===== src/rtl/i2c_rx_pkg.sv =====
package i2c_rx_pkg;
  localparam int DEV_W  = 7;
  localparam int BYTE_W = 8;

  typedef enum logic [2:0] {
    PH_IDLE,
    PH_START,
    PH_WBIT,
    PH_WACK,
    PH_RSTART,
    PH_RBIT,
    PH_MNACK,
    PH_STOP
  } phase_e;
endpackage


===== src/rtl/i2c_qtick.sv =====
module i2c_qtick #(
  parameter int QTR_CLKS = 250
) (
  input  logic clk,
  input  logic rst_n,
  input  logic run_i,
  output logic tick_o
);
  localparam int CW = (QTR_CLKS > 1) ? $clog2(QTR_CLKS) : 1;

  logic [CW-1:0] cnt_q, cnt_n;

  assign tick_o = run_i && (cnt_q == CW'(QTR_CLKS - 1));

  always_comb begin
    if (!run_i || tick_o) cnt_n = '0;
    else                  cnt_n = cnt_q + 1'b1;
  end

  always_ff @(posedge clk or negedge rst_n) begin
    if (!rst_n) cnt_q <= '0;
    else        cnt_q <= cnt_n;
  end

  generate
    if (QTR_CLKS > 1) begin : g_spacing

      tick_spacing_chk: assert property (@(posedge clk) disable iff (!rst_n)
        tick_o |=> !tick_o);
    end
  endgenerate
endmodule


===== src/rtl/i2c_acktmo.sv =====
module i2c_acktmo #(
  parameter int ACK_TMO = 2000
) (
  input  logic clk,
  input  logic rst_n,
  input  logic run_i,
  output logic expired_o
);
  localparam int TW = $clog2(ACK_TMO + 1);

  logic [TW-1:0] cnt_q, cnt_n;

  assign expired_o = run_i && (cnt_q == TW'(ACK_TMO - 1));

  always_comb begin
    if (!run_i)         cnt_n = '0;
    else if (expired_o) cnt_n = cnt_q;
    else                cnt_n = cnt_q + 1'b1;
  end

  always_ff @(posedge clk or negedge rst_n) begin
    if (!rst_n) cnt_q <= '0;
    else        cnt_q <= cnt_n;
  end
endmodule


===== src/rtl/i2c_regxfer_master.sv =====
module i2c_regxfer_master
  import i2c_rx_pkg::*;
#(
  parameter int QTR_CLKS = 250,
  parameter int ACK_TMO  = 2000
) (
  input  logic              clk,
  input  logic              rst_n,
  input  logic              start_i,
  input  logic              rd_i,
  input  logic [DEV_W-1:0]  dev_addr_i,
  input  logic [BYTE_W-1:0] reg_addr_i,
  input  logic [BYTE_W-1:0] wdata_i,
  input  logic              sda_i,
  output logic              scl_oe_o,
  output logic              sda_oe_o,
  output logic [BYTE_W-1:0] rdata_o,
  output logic              done_o,
  output logic              err_o
);
  // reset: asserted asynchronously, released on a clock edge
  logic [1:0] rs_q;
  logic       rst_i;
  always_ff @(posedge clk or negedge rst_n) begin
    if (!rst_n) rs_q <= 2'b00;
    else        rs_q <= {rs_q[0], 1'b1};
  end
  assign rst_i = rs_q[1];

  // two-stage synchronizer for the sensed data line
  logic [1:0] sda_sq;
  logic       sda_s;
  always_ff @(posedge clk or negedge rst_i) begin
    if (!rst_i) sda_sq <= 2'b11;
    else        sda_sq <= {sda_sq[0], sda_i};
  end
  assign sda_s = sda_sq[1];

  phase_e            ph_q, ph_n;
  logic [1:0]        qtr_q, qtr_n, idx_q, idx_n;
  logic [2:0]        bit_q, bit_n;
  logic [BYTE_W-1:0] sh_q, sh_n, rdat_q, rdat_n, reg_q, reg_n, wd_q, wd_n;
  logic [DEV_W-1:0]  dev_q, dev_n;
  logic              rd_q, rd_n, wait_q, wait_n, err_q, err_n, done_q, done_n;
  logic              scl_rel_q, scl_rel_n, sda_rel_q, sda_rel_n;
  logic              tick, tmo_exp;

  i2c_qtick #(.QTR_CLKS(QTR_CLKS)) u_qtick (
    .clk(clk), .rst_n(rst_i), .run_i((ph_q != PH_IDLE) && !wait_q), .tick_o(tick));

  i2c_acktmo #(.ACK_TMO(ACK_TMO)) u_acktmo (
    .clk(clk), .rst_n(rst_i), .run_i(wait_q), .expired_o(tmo_exp));

  function automatic logic [BYTE_W-1:0] pick(input logic [1:0] i);
    case (i)
      2'd0:    pick = {dev_q, 1'b0};
      2'd1:    pick = reg_q;
      default: pick = rd_q ? {dev_q, 1'b1} : wd_q;
    endcase
  endfunction

  // sequencing
  always_comb begin
    ph_n = ph_q; qtr_n = qtr_q; idx_n = idx_q; bit_n = bit_q; sh_n = sh_q;
    rdat_n = rdat_q; dev_n = dev_q; reg_n = reg_q; wd_n = wd_q; rd_n = rd_q;
    wait_n = wait_q; err_n = err_q; done_n = 1'b0;
    if (ph_q == PH_IDLE) begin
      if (start_i) begin
        dev_n = dev_addr_i; reg_n = reg_addr_i; wd_n = wdata_i; rd_n = rd_i;
        err_n = 1'b0; ph_n = PH_START; qtr_n = 2'd0;
      end
    end else if (wait_q) begin
      if (!sda_s) begin
        wait_n = 1'b0; qtr_n = 2'd3;
      end else if (tmo_exp) begin
        wait_n = 1'b0; err_n = 1'b1; ph_n = PH_STOP; qtr_n = 2'd0;
      end
    end else if (tick) begin
      qtr_n = qtr_q + 2'd1;
      if (ph_q == PH_WACK && qtr_q == 2'd2 && sda_s) begin
        wait_n = 1'b1; qtr_n = qtr_q;
      end
      if (ph_q == PH_RBIT && qtr_q == 2'd2) sh_n = {sh_q[BYTE_W-2:0], sda_s};
      if (qtr_q == 2'd3) begin
        case (ph_q)
          PH_START: begin ph_n = PH_WBIT; idx_n = 2'd0; bit_n = 3'd0; sh_n = pick(2'd0); end
          PH_WBIT: begin
            sh_n = {sh_q[BYTE_W-2:0], 1'b0};
            if (bit_q == 3'd7) ph_n = PH_WACK;
            else               bit_n = bit_q + 3'd1;
          end
          PH_WACK: begin
            if (!rd_q && idx_q == 2'd2)     ph_n = PH_STOP;
            else if (rd_q && idx_q == 2'd1) ph_n = PH_RSTART;
            else if (rd_q && idx_q == 2'd2) begin ph_n = PH_RBIT; bit_n = 3'd0; end
            else begin
              ph_n = PH_WBIT; bit_n = 3'd0; idx_n = idx_q + 2'd1; sh_n = pick(idx_q + 2'd1);
            end
          end
          PH_RSTART: begin ph_n = PH_WBIT; idx_n = 2'd2; bit_n = 3'd0; sh_n = pick(2'd2); end
          PH_RBIT: begin
            if (bit_q == 3'd7) begin ph_n = PH_MNACK; rdat_n = sh_q; end
            else               bit_n = bit_q + 3'd1;
          end
          PH_MNACK: ph_n = PH_STOP;
          PH_STOP:  begin ph_n = PH_IDLE; done_n = 1'b1; end
          default:  ph_n = PH_IDLE;
        endcase
      end
    end
  end

  // line levels: the clock is high in quarters 2..3; data moves in quarter 1
  always_comb begin
    scl_rel_n = qtr_q[1];
    sda_rel_n = sda_rel_q;
    case (ph_q)
      PH_IDLE:   begin scl_rel_n = 1'b1; sda_rel_n = 1'b1; end
      PH_START:  begin scl_rel_n = 1'b1; sda_rel_n = !qtr_q[1]; end
      PH_RSTART: if (qtr_q != 2'd0) sda_rel_n = (qtr_q != 2'd3);
      PH_STOP:   if (qtr_q != 2'd0) sda_rel_n = (qtr_q == 2'd3);
      PH_WBIT:   if (qtr_q != 2'd0) sda_rel_n = sh_q[BYTE_W-1];
      default:   if (qtr_q != 2'd0) sda_rel_n = 1'b1;
    endcase
  end

  always_ff @(posedge clk or negedge rst_i) begin
    if (!rst_i) begin
      ph_q <= PH_IDLE; qtr_q <= '0; idx_q <= '0; bit_q <= '0; sh_q <= '0;
      rdat_q <= '0; dev_q <= '0; reg_q <= '0; wd_q <= '0; rd_q <= 1'b0;
      wait_q <= 1'b0; err_q <= 1'b0; done_q <= 1'b0;
      scl_rel_q <= 1'b1; sda_rel_q <= 1'b1;
    end else begin
      ph_q <= ph_n; qtr_q <= qtr_n; idx_q <= idx_n; bit_q <= bit_n; sh_q <= sh_n;
      rdat_q <= rdat_n; dev_q <= dev_n; reg_q <= reg_n; wd_q <= wd_n; rd_q <= rd_n;
      wait_q <= wait_n; err_q <= err_n; done_q <= done_n;
      scl_rel_q <= scl_rel_n; sda_rel_q <= sda_rel_n;
    end
  end

  assign scl_oe_o = !scl_rel_q;
  assign sda_oe_o = !sda_rel_q;
  assign rdata_o  = rdat_q;
  assign done_o   = done_q;
  assign err_o    = err_q;


  idle_rel_chk: assert property (@(posedge clk) disable iff (!rst_i)
    (ph_q == PH_IDLE && $past(ph_q) == PH_IDLE) |-> (scl_rel_q && sda_rel_q));

  sda_hi_chg_chk: assert property (@(posedge clk) disable iff (!rst_i)
    (scl_rel_q && $past(scl_rel_q) && (sda_rel_q != $past(sda_rel_q)))
      |-> ($past(ph_q) inside {PH_START, PH_RSTART, PH_STOP}));

  mnack_rel_chk: assert property (@(posedge clk) disable iff (!rst_i)
    (ph_q == PH_MNACK && qtr_q != 2'd0) |=> sda_rel_q);

  tmo_stop_chk: assert property (@(posedge clk) disable iff (!rst_i)
    tmo_exp |=> (ph_q == PH_STOP && err_q));

  err_hold_chk: assert property (@(posedge clk) disable iff (!rst_i)
    (err_q && !(start_i && ph_q == PH_IDLE)) |=> err_q);

  busy_ign_chk: assert property (@(posedge clk) disable iff (!rst_i)
    (ph_q != PH_IDLE) |=> ($stable(dev_q) && $stable(reg_q) && $stable(wd_q) && $stable(rd_q)));
endmodule


===== config.mk =====
export PLATFORM = sky130hd
export DESIGN_NAME = i2c_regxfer_master
export DESIGN_NICKNAME = d
export VERILOG_FILES = /design/src/rtl/i2c_rx_pkg.sv /design/src/rtl/i2c_qtick.sv /design/src/rtl/i2c_acktmo.sv /design/src/rtl/i2c_regxfer_master.sv
export SDC_FILE = /design/constraint.sdc
export NUM_CORES = 1
export LEC_CHECK = 0
export ABC_AREA = 1
export BUFFER_PORTS_ARGS = -buffer_cell sky130_fd_sc_hd__buf_2
export CAP_MARGIN = 15
export CORE_MARGIN = 2
export CORE_UTILIZATION = 40
export CTS_BUF_LIST = sky130_fd_sc_hd__clkbuf_4 sky130_fd_sc_hd__clkbuf_8
export CTS_CLUSTER_DIAMETER = 120
export DETAILED_ROUTE_END_ITERATION = 8
export GPL_TIMING_DRIVEN = 0
export PLACE_DENSITY = 0.59
export SYNTH_ARGS = -nofsm -noshare
export SYNTH_HDL_FRONTEND = slang
export SYNTH_SLANG_ARGS = --single-unit
export TNS_END_PERCENT = 10

===== constraint.sdc =====
create_clock -name clk -period 3 [get_ports clk]
set_input_delay 0.3 -clock clk [delete_from_list [all_inputs] [get_ports clk]]
set_output_delay 0.3 -clock clk [all_outputs]
set_load 0.005 [all_outputs]

# --- Yosys cells after proc, flatten, opt, wreduce, memory -nomap -nowiden ---
# Index checks and enable logic that the tools add are counted.
totals:
  reg_bits: 78
  in_bits: 28
  output_inout_bits: 12
  elab_cells: 157
classes:
  addsub: 5
  n_eq_ne: 31
  muxes: 60
  bitwise_logic: 2
  reduce_logical: 40
ops:
  columns: ["op", "count"]
  rows:
  - ["$mux W8", 7]
  - ["$mux W3", 15]
  - ["$pmux W8 S4", 1]
  - ["$mux W11", 2]
  - ["$mux W1", 20]
  - ["$mux W2", 10]
  - ["$ne A2 B2 Y1 const B", 10]
  - ["$reduce_bool A3 Y1", 6]
  - ["$pmux W8 S2", 1]
  - ["$reduce_and A8 Y1", 2]
  - ["$eq A3 B3 Y1 const B", 5]
  - ["$pmux W3 S5", 1]
  - ["$reduce_and A4 Y1", 3]
  - ["$add A11 B1 Y11 const B", 1]
  - ["$eq A11 B11 Y1 const B", 1]
  - ["$logic_and A1 B1 Y1", 9]
  - ["$pmux W3 S3", 1]
  - ["$add A8 B1 Y8 const B", 1]
  - ["$eq A8 B8 Y1 const B", 1]
  - ["$reduce_bool A2 Y1", 4]
  - ["$reduce_and A7 Y1", 1]
  - ["$eq A2 B2 Y1 const B", 3]
  - ["$eq A3 B2 Y1 const B", 2]
  - ["$logic_not A1 Y1", 6]
  - ["other kinds (20)", 25]

# --- Longest topological paths before layout ---
depth:
  depth_word: 10
  ltp_mapped: 12
  depth_no_buf: 11

# --- Cells and area by module ---
# Synthesis repeated with hierarchy kept, for this count alone.
unflattened:
  cells_unflattened: 631
  hier_area_um2: 4608.2
by_module_without_submodules:
  columns: ["module", "instances", "cells_per_inst", "area_each_um2", "seq_area_each_um2"]
  rows:
  - ["i2c_regxfer_master", 1, 487, 3525.9, 1481.4]
  - ["i2c_acktmo", 1, 93, 655.6, 275.3]
  - ["i2c_qtick", 1, 51, 426.7, 200.2]

# --- Least setup slack after synthesis ---
# No wires, ideal clock.
synth_path:
  path_type: "flip-flop to flip-flop"
  startpoint: "reg idx_q[0]"
  endpoint: "reg sh_q[0]"
  arrival_time_ns: 1.471
  path_slack_ns: 1.417
  stages_incl_launch_ff: 13
  path_buffers: 1
  period_less_slack_ns: 1.583
  cell_sequence: "dfrtp_1 -> inv_1 -> ha_1 -> buf_2 -> clkinv_1 -> nand3_1 -> nand2_1 -> nand2_1 -> nand2_1 -> nand2_1 -> nand3_1 -> nand2_1 -> inv_1"
synth_between:
  elab_chain_len: 8
  word_cells_on_any_way: 14
  classes_between: "add/sub: 1; eq/ne: 3; mux: 6; reduce/logical: 4"
synth_rtl:
  columns: ["item", "line", "rtl"]
  rows:
  - ["start: declaration", "i2c_regxfer_master.sv:40", "logic [1:0] qtr_q, qtr_n, idx_q, idx_n;"]
  - ["start signal: assignment", "i2c_regxfer_master.sv:134", "ph_q <= ph_n; qtr_q <= qtr_n; idx_q <= idx_n; bit_q <= bit_n; sh_q <= sh_n;"]
  - ["$add A2 B1 Y2", "i2c_regxfer_master.sv:97", "ph_n = PH_WBIT; bit_n = 3'd0; idx_n = idx_q + 2'd1; sh_n = pick(idx_q + 2'd1);"]
  - ["$eq A2 B1 Y1 / $logic_not A2 Y1 (equally long branches)", "i2c_regxfer_master.sv:55", "case (i)"]
  - ["$pmux W8 S2", "i2c_regxfer_master.sv:55", null]
  - ["$mux W8", "i2c_regxfer_master.sv:95", "else if (rd_q && idx_q == 2'd2) begin ph_n = PH_RBIT; bit_n = 3'd0; end"]
  - ["$mux W8", "i2c_regxfer_master.sv:94", "else if (rd_q && idx_q == 2'd1) ph_n = PH_RSTART;"]
  - ["$mux W8 *", "i2c_regxfer_master.sv:93", "if (!rd_q && idx_q == 2'd2) ph_n = PH_STOP;"]
  - ["$pmux W8 S4 *", "i2c_regxfer_master.sv:85", "case (ph_q)"]
  - ["$mux W8 *", "i2c_regxfer_master.sv:84", "if (qtr_q == 2'd3) begin"]
  - ["end signal: assignment", "i2c_regxfer_master.sv:134", null]
  - ["end: declaration", "i2c_regxfer_master.sv:42", "logic [BYTE_W-1:0] sh_q, sh_n, rdat_q, rdat_n, reg_q, reg_n, wd_q, wd_n;"]
# Mark *: on every way between the ends. The rest lies on a longest branch, timed or not.
# A chain may end at the register's enable or synchronous reset.

# --- Worst setup path after layout ---
# Ends and elaborated chain as after synthesis.

==> qor.yml <==
logic_synthesis:
  yosys.area_share.adder_pct: 3.39
  syn_area_um2: 4430
  synth_compound_area_share_pct: 7.59
  yosys_register_bits: 78
  ys_seq_area_share_pct: 44.2
  ys_warn_count: 0
  synth_area_per_cell_um2: 8.09
  synthMuxAreaShare_pct: 7.37
  synth-xor-area-share_pct: 0.593
  synth_top_family_by_area: "simple AND/OR/NAND/NOR gates"
  synth-simple-area-share_pct: 30.6
  syn_nets: 588
  syn_inst: 548
  yosysUniqueCellTypes: 37
placed_design:
  gp_congestion: 0.861
  place_inst: 728
  place_hpwl_um: 7310
  numPortBuffers: 39
grt:
  antenna_found_initial: 0
  gr-total-overflow: 0
  grt_usage_pct: 17.9
  grt_first_pass_wirelength_um: 16900
  grt_max_degree: 52
  grt_pass1_vias: 3594
power:
  peakVddDrop_mv: 0.400
  total_power_mw: 3.96
  leakage_nw: 2.55
  p_per_area_nw_per_um2: 788
cells_and_area:
  final_cell_mix: "158 x nand2_1, 73 x dfrtp_1, 57 x nor2_1, 57 x nand3_1, 45 x buf_2"
  final_common_cell: "nand2_1"
  syn_to_final_growth_pct: 13.3
  fillers: 1111
  fin_cells: 745
  diodes: 0
  drive_above_1_share_pct: 19.8
  layout.nets: 640
floorplanning:
  core_um2: 10800
  num_rows: 38
  die_y_um: 109
  die_w_um: 109
  die-area_um2: 11900
  pin_count: 40
  floorplan.initialDensity_pct: 40.9
timing:
  hold_violations: 0
  finalMaxSlewViolations: 0
  period_share_pct: 63.0
  maxSlewHeadroom_pct: 65.0
  fin_setup_tns_ps: 0
  tightest_slew_ps: 520
  fin_hold_ws_ps: 36.8
  rsz0062_at_grt: "false"
  period_minus_slack_ps: 1890
  fmax_mhz: 529
  setup_viol: 0
  skew_ps: 12.1
routing:
  drt_first_iter_violations: 174
  drc_errors: 0
  vias: 3623
  drt-wirelength-per-cell_um: 12.9
  route.antenna.remaining_nets: 0
  dr.pass1.iters: 4
  routed_wl_um: 9620
  vias_per_cell: 4.86
setup_path:
  arrival_ps: 2150
  r2r_setup_slack_ps: 1110
  critPathTopFamily: "buffers and inverters"
  worst-path-buf-inv: 4
  critPathMaxFanout: 9
  crit_required_ps: 3260
  cp_cell_sequence: "inv_1, ha_1, buf_2, clkinv_1, nand3_1, nand2_1, nand2_1, nand2_1, nand2_1, nand3_1, nand2_1, inv_1"
  criticalPathCategory: "reg -> reg"
  slowest_stage: "dfrtp_1"
  critPathMaxStageDelay_ps: 430
  start_kind: "register"
  end_kind: "register"
  cp_common_cell: "nand2_1"
clock_network:
  clock_path_buffers: 2
  path_clk_slew_ps: 70
  cts_tree: "built"
  htreeDepth: 3
  cts_setup_buffers: 0
  clk_latency_ps: 370
  cts_buffers: 9
  cts_sinks: 78
  cts-root-buf: "clkbuf_8"
run:
  drv_cap: 0
min_path:
  hp-class: "in -> reg"
outcome:
  status: "completed"
what timing repair did:
action                                  in CTS  in global routing
endpoints found under the setup margin       0                  0
gates resized for setup                      0                  0
hold buffers                                 1                  0
endpoints found under the hold margin        2                  0
through the flow:
stage	setup WS, ps	instance area, µm²	util [%]
floorplan	674	4430	-
global placement	-226	4800	44.3
detailed placement	1120	4830	44.6
CTS	1100	5020	46.3
global route	895	5020	46.3
finish	1110	5020	46.3
metal layers:
metal / up-vias / wire length [µm] / track usage (%)
met5: - / 0 / 0
met4: 0 / 118 / 7.59
met3: 10 / 417 / 2.39
met2: 73 / 4210 / 27.1
met1: 1663 / 4870 / 25.7
li1: 1877 / - / -
sequential cells by signal, indices dropped and copies added (netlist names):
register and cells:
bit_q 3, dev_q 7, done_o 1, err_o 1
idx_q 2, ph_q 3, qtr_q 2, rd_q 1
rdata_o 8, reg_q 8, rs_q 2, scl_rel_q 1
sda_rel_q 1, sda_sq 2, sh_q 8, u_acktmo.cnt_q 11
u_qtick.cnt_q 8, wait_q 1, wd_q 8
cell usage after synthesis (all sizes together):
master / n / area [µm²]
o21ai: 33 / 165
dfstp: 4 / 105
conb: 1 / 3.75
o21a: 2 / 15.0
mux2: 23 / 327
clkinv: 3 / 12.5
nor2: 65 / 288
dfrtp: 74 / 1850
inv: 43 / 161
a21oi: 26 / 130
xor2: 2 / 17.5
nand4: 4 / 25.0
nor3b: 2 / 15.0
xnor2: 1 / 8.76
or2: 1 / 6.26
nor3: 5 / 25.0
buf: 12 / 90.1
nand2: 166 / 673
clkbuf: 3 / 11.3
o211ai: 1 / 7.51
ha: 12 / 150
nand3: 58 / 295
nand3b: 3 / 22.5
a31oi: 3 / 18.8
and3: 1 / 6.26
path summary, 6_finish.rpt:
path,from,to,cells after the start
setup / recovery,idx_q[0]$_DFFE_PN0P_,sh_q[0]$_DFFE_PN0P_,12
hold / removal,sda_i,sda_sq[0]$_DFF_PN1_,1
max in group asynchronous,rs_q[1]$_DFF_PN0_,sda_rel_q$_DFFE_PN1P_,1
hold reg to reg,rs_q[1]$_DFF_PN0_,u_acktmo.cnt_q[0]$_DFFE_PN0P_,0
setup reg to reg,idx_q[0]$_DFFE_PN0P_,sh_q[0]$_DFFE_PN0P_,12
min in group asynchronous,rst_n,rs_q[1]$_DFF_PN0_,2
layout make-up:
class	instances	area [µm²]	share of cell area, %
repair buffers	41	233	4.63
clock buffers	14	168	3.34
plain buffers	15	101	2.02
well taps	140	175	3.49
flip-flops and latches	78	1960	39.0
multi-input cells	409	2200	43.8
inverters	46	174	3.46
clock inverters	2	10.0	0.199
report_power, final:
group | internal (mW) | switching, mW | leakage (nW) | total (mW)
logic | 0.715 | 1.00 | 1.45 | 1.72
registers | 1.31 | 0.204 | 1.00 | 1.51
clock network | 0.358 | 0.367 | 0.0981 | 0.725
worst register-to-register path: stages (launching register included):
cell      delay (ps)
dfrtp_1          430
inv_1            100
ha_1             280
buf_2            190
clkinv_1         240
nand3_1          160
nand2_1           60
nand2_1           60
nand2_1           50
nand2_1           60
nand3_1           60
nand2_1           60
inv_1             30
logic make-up (layout without fill, tap and decap cells):
| kind of cell | Yosys count | count (layout) |
|---|---|---|
| compound gates | 65 | 65 |
| mux | 23 | 23 |
| other cells | 1 | 1 |
| xor+xnor | 3 | 3 |
| fa+ha+maj | 12 | 12 |
| simple gates | 305 | 305 |
| flops | 78 | 78 |
| buf+inv | 61 | 118 |
(Power assumes the default switching activity.)
